--- src/rtl/pll_retune_pkg.sv ---
package pll_retune_pkg;

    parameter int RATE_W    = 13;
    parameter int PAR_W     = 20;
    parameter int PDIV_W    = 4;
    parameter int NINT_W    = 10;
    parameter int NFRAC_W   = 20;
    parameter int KP_W      = 4;
    parameter int KI_W      = 3;
    parameter int UPPER_W   = 32;
    parameter int REF_EDGES = 9;

    localparam int VCO_MIN_MHZ  = 700;
    localparam int VCO_LOWB_MHZ = 1200;
    localparam int VCO_HIGH_MHZ = 2200;
    localparam int VCO_HH_MHZ   = 3100;
    localparam int VCO_LIM_MHZ  = 4000;
    localparam logic [2:0] USER_MODE = 3'd7;

    // gain rows, band 0 in the lowest nibble
    localparam logic [31:0] KP_ROW_MID  = 32'hA987_7665;
    localparam logic [31:0] KP_ROW_HIGH = 32'h9876_5544;
    localparam logic [31:0] KP_ROW_HH   = 32'hA987_6554;

    typedef enum logic [1:0] {KPB_MID, KPB_HIGH, KPB_HH} kp_band_e;

    typedef enum logic [3:0] {
        S_IDLE, S_CHECK, S_FRAC, S_RST, S_MODE, S_UPPER, S_BAND,
        S_NINT, S_NFRAC, S_PDIV, S_GAIN, S_REL, S_WAIT
    } seq_state_e;

    typedef struct packed {
        logic [RATE_W-1:0]  vco_mhz;
        logic [PAR_W-1:0]   parent_khz;
        logic [PDIV_W-1:0]  pdiv;
        logic [NINT_W-1:0]  nint;
        logic [NFRAC_W-1:0] nfrac;
    } req_t;

    typedef struct packed {
        logic            bad;
        logic [KP_W-1:0] kp;
        logic [KI_W-1:0] ki;
        logic            band_low;
        logic            band_high;
    } gain_t;

    // lower edge of each reference band in kHz; the last entry closes band 7
    function automatic int unsigned ref_edge_khz(input int idx);
        case (idx)
            0: return 10000;
            1: return 12500;
            2: return 15000;
            3: return 20000;
            4: return 25000;
            5: return 50000;
            6: return 75000;
            7: return 100000;
            default: return 125000;
        endcase
    endfunction

    function automatic logic [KP_W-1:0] kp_lookup(input kp_band_e band, input logic [2:0] idx);
        logic [31:0] row;
        case (band)
            KPB_MID:  row = KP_ROW_MID;
            KPB_HIGH: row = KP_ROW_HIGH;
            default:  row = KP_ROW_HH;
        endcase
        return row[idx*4 +: 4];
    endfunction

endpackage

--- src/rtl/pll_gain_sel.sv ---
module pll_gain_sel
    import pll_retune_pkg::*;
(
    input  logic              clk,
    input  logic              rst,
    input  logic [RATE_W-1:0] vco_mhz,
    input  logic [PAR_W-1:0]  parent_khz,
    input  logic [PDIV_W-1:0] pdiv,
    output gain_t             gain
);
    localparam int PROD_W = PAR_W + PDIV_W + 1;

    logic [REF_EDGES-1:0] ge;
    logic [PROD_W-1:0]    lhs;
    logic [2:0]           ref_idx;
    logic                 vco_bad, ref_bad;
    kp_band_e             band;

    // floor(p/d) >= T  <=>  p >= T*d, so no divider is needed
    assign lhs = (pdiv == '0) ? PROD_W'({parent_khz, 1'b0}) : PROD_W'(parent_khz);

    for (genvar g = 0; g < REF_EDGES; g++) begin : g_edge
        localparam logic [PROD_W-1:0] EDGE = PROD_W'(ref_edge_khz(g));
        logic [PROD_W-1:0] rhs;
        assign rhs   = (pdiv == '0) ? EDGE : PROD_W'(EDGE * PROD_W'(pdiv));
        assign ge[g] = (lhs >= rhs);
    end

    always_comb begin
        ref_idx = 3'($countones(ge[REF_EDGES-2:0]) - 1);
        ref_bad = !ge[0] || ge[REF_EDGES-1];
        vco_bad = (vco_mhz < RATE_W'(VCO_MIN_MHZ)) || (vco_mhz >= RATE_W'(VCO_LIM_MHZ));
        if (vco_mhz < RATE_W'(VCO_HIGH_MHZ))    band = KPB_MID;
        else if (vco_mhz < RATE_W'(VCO_HH_MHZ)) band = KPB_HIGH;
        else                                    band = KPB_HH;
        gain.bad       = vco_bad || ref_bad;
        gain.kp        = kp_lookup(band, ref_idx);
        gain.ki        = (band == KPB_MID) ? KI_W'(4) : KI_W'(3);
        gain.band_low  = (vco_mhz < RATE_W'(VCO_LOWB_MHZ));
        gain.band_high = (vco_mhz >= RATE_W'(VCO_HIGH_MHZ));
    end

    AST_KP_IN_RANGE: assert property (@(posedge clk) disable iff (rst)
        !gain.bad |-> (gain.kp >= KP_W'(4) && gain.kp <= KP_W'(10)));

endmodule

--- src/rtl/pll_lock_wait.sv ---
module pll_lock_wait #(
    parameter int POLL_CYC  = 4,
    parameter int MAX_POLLS = 100
) (
    input  logic clk,
    input  logic rst,
    input  logic go,
    input  logic lock_i,
    output logic ok,
    output logic tmo
);
    localparam int TMR_W = $clog2(POLL_CYC + 1);
    localparam int CNT_W = $clog2(MAX_POLLS + 1);

    logic             active;
    logic [TMR_W-1:0] timer;
    logic [CNT_W-1:0] polls;

    always_ff @(posedge clk) begin
        if (rst) begin
            active <= 1'b0;
            timer  <= '0;
            polls  <= '0;
            ok     <= 1'b0;
            tmo    <= 1'b0;
        end else begin
            ok  <= 1'b0;
            tmo <= 1'b0;
            if (go) begin
                active <= 1'b1;
                timer  <= '0;
                polls  <= '0;
            end else if (active) begin
                if (timer != '0) begin
                    timer <= timer - 1'b1;
                end else if (lock_i) begin
                    ok     <= 1'b1;
                    active <= 1'b0;
                end else if (polls == CNT_W'(MAX_POLLS - 1)) begin
                    tmo    <= 1'b1;
                    active <= 1'b0;
                end else begin
                    polls <= polls + 1'b1;
                    timer <= TMR_W'(POLL_CYC - 1);
                end
            end
        end
    end

    AST_POLLS_BOUNDED: assert property (@(posedge clk) disable iff (rst)
        active |-> (polls < CNT_W'(MAX_POLLS)));
    AST_OK_TMO_EXCL: assert property (@(posedge clk) disable iff (rst)
        !(ok && tmo));

endmodule

--- src/rtl/pll_retune_seq.sv ---
module pll_retune_seq
    import pll_retune_pkg::*;
#(
    parameter int                 POLL_CYC  = 4,
    parameter int                 MAX_POLLS = 100,
    parameter logic [UPPER_W-1:0] UPPER_RST = '1
) (
    input  logic               clk,
    input  logic               rst,
    input  logic               start_i,
    input  logic               rst_act_low_i,
    input  logic               lock_i,
    input  logic [RATE_W-1:0]  vco_mhz_i,
    input  logic [PAR_W-1:0]   parent_khz_i,
    input  logic [PDIV_W-1:0]  pdiv_i,
    input  logic [NINT_W-1:0]  nint_i,
    input  logic [NFRAC_W-1:0] nfrac_i,
    output logic [1:0]         pll_rst_o,
    output logic [2:0]         mode_o,
    output logic [UPPER_W-1:0] vco_upper_o,
    output logic               band_low_o,
    output logic               band_high_o,
    output logic [NINT_W-1:0]  nint_o,
    output logic [NFRAC_W-1:0] nfrac_o,
    output logic [PDIV_W-1:0]  pdiv_o,
    output logic [KP_W-1:0]    kp_o,
    output logic [KI_W-1:0]    ki_o,
    output logic [KI_W-1:0]    ka_o,
    output logic               done_o,
    output logic               err_o
);
    seq_state_e state;
    req_t       req_q;
    gain_t      gain;
    logic       rst_hold_q;
    logic       lock_ok, lock_tmo;
    logic [1:0] rst_on;

    pll_gain_sel u_gain (
        .clk        (clk),
        .rst        (rst),
        .vco_mhz    (req_q.vco_mhz),
        .parent_khz (req_q.parent_khz),
        .pdiv       (req_q.pdiv),
        .gain       (gain)
    );

    pll_lock_wait #(.POLL_CYC(POLL_CYC), .MAX_POLLS(MAX_POLLS)) u_wait (
        .clk    (clk),
        .rst    (rst),
        .go     (state == S_REL),
        .lock_i (lock_i),
        .ok     (lock_ok),
        .tmo    (lock_tmo)
    );

    assign rst_on    = rst_act_low_i ? 2'b11 : 2'b00;
    assign pll_rst_o = rst_hold_q ? rst_on : ~rst_on;

    always_ff @(posedge clk) begin
        if (rst) begin
            state       <= S_IDLE;
            req_q       <= '0;
            rst_hold_q  <= 1'b0;
            mode_o      <= '0;
            vco_upper_o <= UPPER_RST;
            band_low_o  <= 1'b0;
            band_high_o <= 1'b0;
            nint_o      <= '0;
            nfrac_o     <= '0;
            pdiv_o      <= '0;
            kp_o        <= '0;
            ki_o        <= '0;
            ka_o        <= '0;
            done_o      <= 1'b0;
            err_o       <= 1'b0;
        end else begin
            done_o <= 1'b0;
            case (state)
                S_IDLE: if (start_i) begin
                    req_q <= '{vco_mhz: vco_mhz_i, parent_khz: parent_khz_i,
                               pdiv: pdiv_i, nint: nint_i, nfrac: nfrac_i};
                    err_o <= 1'b0;
                    state <= S_CHECK;
                end
                S_CHECK: begin
                    if (gain.bad) begin
                        err_o  <= 1'b1;
                        done_o <= 1'b1;
                        state  <= S_IDLE;
                    end else if (lock_i && nint_o == req_q.nint && pdiv_o == req_q.pdiv) begin
                        state <= S_FRAC;
                    end else begin
                        state <= S_RST;
                    end
                end
                S_FRAC: begin
                    nfrac_o <= req_q.nfrac;
                    done_o  <= 1'b1;
                    state   <= S_IDLE;
                end
                S_RST:   begin rst_hold_q  <= 1'b1;        state <= S_MODE;  end
                S_MODE:  begin mode_o      <= USER_MODE;   state <= S_UPPER; end
                S_UPPER: begin vco_upper_o <= '0;          state <= S_BAND;  end
                S_BAND: begin
                    band_low_o  <= gain.band_low;
                    band_high_o <= gain.band_high;
                    state       <= S_NINT;
                end
                S_NINT:  begin nint_o  <= req_q.nint;  state <= S_NFRAC; end
                S_NFRAC: begin nfrac_o <= req_q.nfrac; state <= S_PDIV;  end
                S_PDIV:  begin pdiv_o  <= req_q.pdiv;  state <= S_GAIN;  end
                S_GAIN: begin
                    kp_o  <= gain.kp;
                    ki_o  <= gain.ki;
                    ka_o  <= '0;
                    state <= S_REL;
                end
                S_REL: begin rst_hold_q <= 1'b0; state <= S_WAIT; end
                S_WAIT: begin
                    if (lock_ok) begin
                        done_o <= 1'b1;
                        state  <= S_IDLE;
                    end else if (lock_tmo) begin
                        err_o  <= 1'b1;
                        done_o <= 1'b1;
                        state  <= S_IDLE;
                    end
                end
                default: state <= S_IDLE;
            endcase
        end
    end

    AST_DONE_ONE_CYCLE: assert property (@(posedge clk) disable iff (rst)
        done_o |=> !done_o);
    AST_ERR_CLEARS_ON_START: assert property (@(posedge clk) disable iff (rst)
        (state == S_IDLE && start_i) |=> !err_o);
    AST_BUSY_START_IGNORED: assert property (@(posedge clk) disable iff (rst)
        (state != S_IDLE && start_i) |=> $stable(req_q));
    AST_WRITES_UNDER_RESET: assert property (@(posedge clk) disable iff (rst)
        (state inside {S_UPPER, S_BAND, S_NINT, S_NFRAC, S_PDIV, S_GAIN, S_REL})
        |-> (pll_rst_o == rst_on));
    AST_FRAC_NO_RESET: assert property (@(posedge clk) disable iff (rst)
        (state == S_FRAC) |=> (pll_rst_o == ~rst_on));

endmodule

--- config.mk ---
export PLATFORM = sky130hd
export DESIGN_NAME = pll_retune_seq
export DESIGN_NICKNAME = d
export VERILOG_FILES = /design/src/rtl/pll_retune_pkg.sv /design/src/rtl/pll_gain_sel.sv /design/src/rtl/pll_lock_wait.sv /design/src/rtl/pll_retune_seq.sv
export SDC_FILE = /design/constraint.sdc
export NUM_CORES = 1
export LEC_CHECK = 0
export BUFFER_PORTS_ARGS = -buffer_cell sky130_fd_sc_hd__buf_2
export CAP_MARGIN = 25
export CORE_MARGIN = 1.5
export CORE_UTILIZATION = 45
export DETAILED_ROUTE_END_ITERATION = 12
export MAX_ROUTING_LAYER = met4
export PLACE_DENSITY = 0.67
export SLEW_MARGIN = 20
export SYNTH_ARGS = -nofsm -noshare
export SYNTH_HDL_FRONTEND = slang
export SYNTH_SLANG_ARGS = --single-unit
--- constraint.sdc ---
create_clock -name clk -period 21.8 [get_ports clk]
set_clock_uncertainty 0.1 [all_clocks]
set_input_delay 2.18 -clock clk [delete_from_list [all_inputs] [get_ports clk]]
set_output_delay 2.18 -clock clk [all_outputs]
set_load 0.02 [all_outputs]
# Word-level counts from Yosys, hierarchy flattened
# Index checks and enable logic that the tools add are counted.
# totals
wordCells,149
input_bits,72
register_bits,163
# op_classes
multipliers,9
shift,1
n_bitwise,5
addsub,10
reduce_logical,21
order_cmp,15
n_eq_ne,23
n_mux,42
# ops
op,count
greater-or-equal comparator 25 bit,9
2-to-1 mux 21 bit,4
"multiplier 12 x 4 -> 16 bit, first input constant",4
case mux 30 bit (2 select lines),1
2-to-1 mux 18 bit,3
case mux 4 bit (12 select lines),1
2-to-1 mux 19 bit,2
"multiplier 14 x 4 -> 18 bit, first input constant",2
indexed part select 32 x 6 -> 4 bit,1
"multiplier 10 x 4 -> 14 bit, first input constant",2
"greater-or-equal comparator 13 x 12 -> 1 bit, second input constant",2
"less-than comparator 13 x 12 -> 1 bit, second input constant",2
"equality test 4 bit, second input constant",5
2-to-1 mux 20 bit,1
"equality test 4 x 3 -> 1 bit, second input constant",4
"multiplier 11 x 4 -> 15 bit, first input constant",1
2-to-1 mux 1 bit,15
"less-than comparator 13 x 10 -> 1 bit, second input constant",1
"less-than comparator 13 x 11 -> 1 bit, second input constant",1
2-to-1 mux 3 bit,4
2-to-1 mux 4 bit,3
equality test 10 bit,1
2-to-1 mux 2 bit,5
adder 3 bit,3
other kinds (30),49

# Longest topological paths before layout
# depth
word_depth,8
mapped_depth,32
mapped_depth_nobuf,32

# Modules after synthesis
# Synthesis repeated with hierarchy kept, for this count alone.
# unflattened
cells_unflattened,1441
hier_area_um2,11323.4
# modules_own_cells
mod,area_each_um2,n_inst,seq_area_each_um2,cells_per_inst
pll_gain_sel,5801.8,1,0.0,776
pll_retune_seq,4885.9,1,2382.3,593
pll_lock_wait,635.6,1,260.2,72

# Worst setup path after synthesis
# OpenSTA, ideal clock, no wires.
# synth_path
kind,register to register
start,register req_q[32] in the netlist's numbering
end,register kp_o[0]
setup_ns,0.134
path_slack_ns,14.664
path_stages_with_launch,31
synth_period_minus_slack_ns,7.136
arrival_time_ns,6.902
t_required_ns,21.566
n_path_buf,0
path_cell_list,dfxtp_1 -> fa_1 -> inv_1 -> fa_1 -> fa_1 -> nor2b_1 -> o21ai_1 -> and2_1 -> o21ai_1 -> a211oi_1 -> or4_1 -> ha_1 -> and3_1 -> a22o_1 -> o21ai_0 -> o2111ai_1 -> nor2_1 -> a211oi_1 -> ha_1 -> inv_1 -> ha_1 -> fa_1 -> inv_1 -> fa_1 -> inv_1 -> fa_1 -> xnor2_1 -> xnor2_1 -> or4_1 -> nand3_1 -> a311oi_2
# synth_via
elab_chain_len,8
word_cells_on_any_way,35
classes_between,8 x add/sub; 8 x mul; 8 x order compare; 1 x shift; 9 x mux; 1 x reduce/logical
# synth_lines
item,line,text
from (decl),pll_retune_seq.sv:33,req_t req_q;
from (signal assigned),pll_retune_seq.sv:81,"req_q <= '{vco_mhz: vco_mhz_i, parent_khz: parent_khz_i,"
"multiplier 14 x 4 -> 18 bit, or another cell as far along",pll_gain_sel.sv:25,assign rhs = (pdiv == '0) ? EDGE : PROD_W'(EDGE * PROD_W'(pdiv));
"2-to-1 mux 21 bit, or another cell as far along",pll_gain_sel.sv:25,
greater-or-equal comparator 25 bit,pll_gain_sel.sv:26,assign ge[g] = (lhs >= rhs);
adder 1 x 1 -> 2 bit,pll_gain_sel.sv:30,ref_idx = 3'($countones(ge[REF_EDGES-2:0]) - 1);
adder 3 bit,pll_gain_sel.sv:30,
adder 3 bit (*),pll_gain_sel.sv:30,
subtractor 3 x 2 -> 3 bit (*),pll_gain_sel.sv:30,
indexed part select 32 x 6 -> 4 bit (*),pll_retune_pkg.sv:70,return row[idx*4 +: 4];
to (signal assigned),pll_retune_seq.sv:114,kp_o <= gain.kp;
to (decl),pll_retune_seq.sv:26,"output logic [KP_W-1:0] kp_o,"
# Mark *: on every way between the ends. The rest lies on a longest branch, timed or not.
# A chain may end at the register's enable or synchronous reset.

# Worst setup path after layout
# layout_path
start,register req_q[31] in the netlist's numbering
end,register kp_o[0]
# Same word-level chain as after synthesis.

==> key figures <==
Pwr
  – Total power divided by cell area: 139.7 nW/µm²
  – Pleak: 5.835 nW
  – Worst vdd rail ir drop: 0.2041 mV

Place
  – Quantity of I/O buffers inserted on ports: 151
  – Final RePlAce weighted congestion: 0.9143
  – Placed Cells incl. Taps: 1,789
  – Placement-stage cell area: 11,790 µm²
  – Detail Placement HPWL: 22.72 mm

STA
  – Max-slew headroom: 38.58%
  – Highest attainable clock frequency: 0.1266 GHz
  – Number of failing hold endpoints at the final stage: 0
  – Finish-stage setup viols: 0
  – Final period utilization: 36.24%
  – Measured slew at the worst slew-check pin: 921.4 ps
  – Number of pins with negative max-slew slack in the final report: 0
  – Total Negative Setup Slacks: 0 ps
  – Unrepaired setup endpoints after global routing: no
  – Final critical delay including setup and external delays: 7900 ps
  – Final Hold Slack: 352.6 ps

Final layout
  – Post-route insts no fill: 1,822
  – Share of post-route cells with drive strength above 1: 14.23%
  – Number of nets in the layout: 1,754
  – Area Growth Syn to Fin: 12.01%
  – Final std cell area, no fill: 12,390 µm²

Clock network
  – TritonCTS clock tree: built
  – Cts-stage hold buffer count: 0
  – Number of buffers created by CTS: 17
  – Clock sink count: 129
  – Source-to-sink clock delay at the later pin of the worst-skew pair: 420 ps
  – Number of setup buffers added after CTS: 0
  – Largest buffer count on any clock path: 2
  – Clock H-tree levels: 4
  – CTS resizes: 0
  – Clock root cell: clkbuf_16
  – Post-CTS clock slew at the launch and capture registers of the worst setup and hold paths: 60 ps

GRT
  – Overall routing resource usage: 25.05%
  – Via count of the first global-routing pass: 9,754
  – Wire length of the first global-routing pass: 50.29 mm
  – Gr ovfl total: 0
  – Maximum number of pins on one net before global-route repair: 89
  – Number of antenna violations at the first check in global routing: 1

Floorplan
  – Die Footprint: 25,530 µm²
  – Chip Width: 159.8 µm
  – Site Rows: 57
  – Die Y-Extent: 159.8 µm
  – Core area: 24,250 µm²
  – Starting Density: 45.61%
  – Ports placed on the boundary: 157

Logic synthesis
  – Post-synth design cell area: 11,060 µm²
  – Avg Inst Size Synth: 7.900 µm²
  – Async set-or-reset flop fraction in the synthesized netlist: 0%
  – Post-synth top area share: 23.35%
  – Synth Warn #: 0
  – Seq cells post-synth: 129
  – Ranking of synthesized cells by area: dfxtp_1 (23%), ha_1 (21%), nand2_1 (9.3%)
  – Instance count of the mapped netlist: 1,400
  – Count of unique library cells instantiated by Yosys: 77
  – Sequential share of the synthesized area: 23.35%
  – Yosys top cell by area: dfxtp_1
  – Post-synth EDFFs: 0
  – Predominant post-synthesis flop cell: dfxtp_1

Detailed routing
  – Total length of routed wires: 31.23 mm
  – Antenna Nets Post-Route: 0
  – Average wire length per cell after detail routing: 17.14 µm
  – Detailed-router iteration count before antenna repair: 5
  – Routed vias: 10,270
  – Vias/cell: 5.637
  – Post-route DRC: 0
  – DRC violation total after the first TritonRoute iteration: 700

Worst setup path
  – Critical path data arrival time: 8080 ps
  – Worst EP required: 21,980 ps
  – Largest driver fanout on the critical path: 11
  – Delay of the slowest cell on the worst path: 710 ps
  – Worst setup EP type: register
  – Max stage delay cell, worst path: fa_1
  – Number of cells on the worst reg-to-reg path: 31
  – Category of the most critical setup path: register to register
  – Flop2flop setup slack: 13,900 ps
  – CP startpoint kind: register
  – Worst r2r dst: kp_o[0]
  – R2r startpoint: req_q[31]

Run
  – Number of max-cap violations: 0

Outcome
  – Run status: finished, final reports clean

Hold path
  – Tightest Hold Check Type: register to register
  – Cell count of the worst hold path: 2
  – Startpoint of the worst hold path: req_q[6]
  – Min-Delay Endpoint: req_q[6]
[cell usage after synthesis (4+ instances only)]
master / instances
a21o_1: 30
dfxtp_1: 129
ha_1: 184
a31oi_1: 13
o21ai_1: 12
clkbuf_1: 47
nor3_1: 21
nand4_1: 18
nor4_1: 10
o211ai_1: 7
o2111ai_1: 5
nor2_1: 97
buf_2: 12
mux2i_1: 27
or3_1: 6
and3_1: 11
nor2b_1: 16
a211oi_1: 14
buf_4: 38
fa_1: 14
a21oi_1: 143
and2_1: 8
a221oi_1: 4
xnor2_1: 41
o21a_1: 13
xor2_1: 19
o21ai_0: 30
inv_1: 43
o21bai_1: 7
nand3_1: 21
nand2b_1: 10
or4_1: 4
and4_1: 4
nand2_1: 273
[per-layer routing]
| layer | wire (µm) | GRT usage, % | up-vias |
|---|---|---|---|
| li1 | - | - | 5063 |
| met1 | 14170 | 32.27 | 4830 |
| met2 | 14300 | 39.94 | 320 |
| met3 | 1973 | 4.260 | 57 |
| met4 | 787 | 8.156 | 0 |
| met5 | 0 | - | - |
[cell usage in the layout, fill, tap and decap left out, types with 4 or more instances in the layout]
master	Yosys	layout
nand2b_1	10	10
ha_1	184	184
and3_1	11	10
xnor2_1	41	41
xor2_1	19	19
nor2b_1	16	16
fa_1	14	14
a211oi_1	14	14
mux2i_1	27	27
a31oi_1	13	13
o21bai_1	7	7
or3_1	6	6
o21ai_1	12	12
o21ai_0	30	30
nand2_1	273	272
dfxtp_1	129	129
and2_1	8	8
o211ai_1	7	7
o2111ai_1	5	5
a21oi_1	143	143
clkbuf_16	0	17
buf_4	38	12
and4_1	4	4
nand3_1	21	20
a221oi_1	4	4
or4_1	4	4
inv_6	0	5
buf_2	12	150
inv_8	0	5
o21a_1	13	13
nand4_1	18	18
nor3_1	21	21
a21o_1	30	30
nor2_1	97	97
nor4_1	10	10
inv_1	43	43
[worst max-delay path: cells and delay by family (launching register included)]
family / cells / cell delay, ps
flops: 1 / 290
fa+ha+maj: 9 / 3460
buf+inv: 6 / 560
simple gates: 2 / 620
compound gates: 12 / 2260
xor+xnor: 2 / 440
[how the worst max path moves through the flow]
| stage | to | cells past startpoint | start | slack, ps |
|---|---|---|---|---|
| finish | kp_o[0] | 31 | req_q[31] | 13900 |
| CTS | kp_o[0] | 30 | req_q[32] | 13900 |
| floorplan | kp_o[0] | 30 | req_q[32] | 14660 |
| global route | kp_o[0] | 30 | req_q[32] | 13430 |
| global placement | kp_o[0] | 30 | req_q[32] | 14070 |
| detailed placement | kp_o[0] | 31 | req_q[31] | 13910 |
[power by group]
| part | internal [mW] | switching (mW) | total (mW) | leakage (nW) |
|---|---|---|---|---|
| registers | 0.262 | 0.0301 | 0.292 | 1.05 |
| logic | 0.462 | 0.687 | 1.15 | 4.49 |
| clock network | 0.164 | 0.126 | 0.289 | 0.292 |
| total | 0.888 | 0.843 | 1.73 | 5.84 |
[logic make-up after synthesis]
family,count (synthesis),share of synthesized area [%]
other cells,1,0.03390
compound gates,324,18.68
simple gates,517,20.92
xor+xnor,60,4.751
fa+ha+maj,198,23.35
mux,28,2.647
buf+inv,143,6.278
flops,129,23.35
[stage by stage]
step	worst slack (ps)	power, mW	util, %
after floorplan	14660	1.192	-
after global placement	14070	1.397	48.64
after detailed placement	13910	1.436	48.64
after CTS	13900	1.732	51.08
after global routing	13430	1.899	51.09
final	13900	1.731	51.09
[cell type report]
class | count | area (µm²)
sequential | 129 | 2582
inverter | 44 | 165.2
clock buffer | 17 | 425.4
multi-input combinational | 1130 | 7800
antenna | 1 | 2.502
clock inverter | 15 | 167.7
fill | 2372 | 11860
tap | 324 | 405.4
timing repair buffer | 162 | 840.8
[registers in the layout (all words and copies together) (netlist names), 3 cells and up]
register,flops
req_q,65
nfrac_o,20
nint_o,10
u_wait.polls,7
kp_o,4
pdiv_o,4
state,4
u_wait.timer,3
Power figures use the tool's default switching activity.
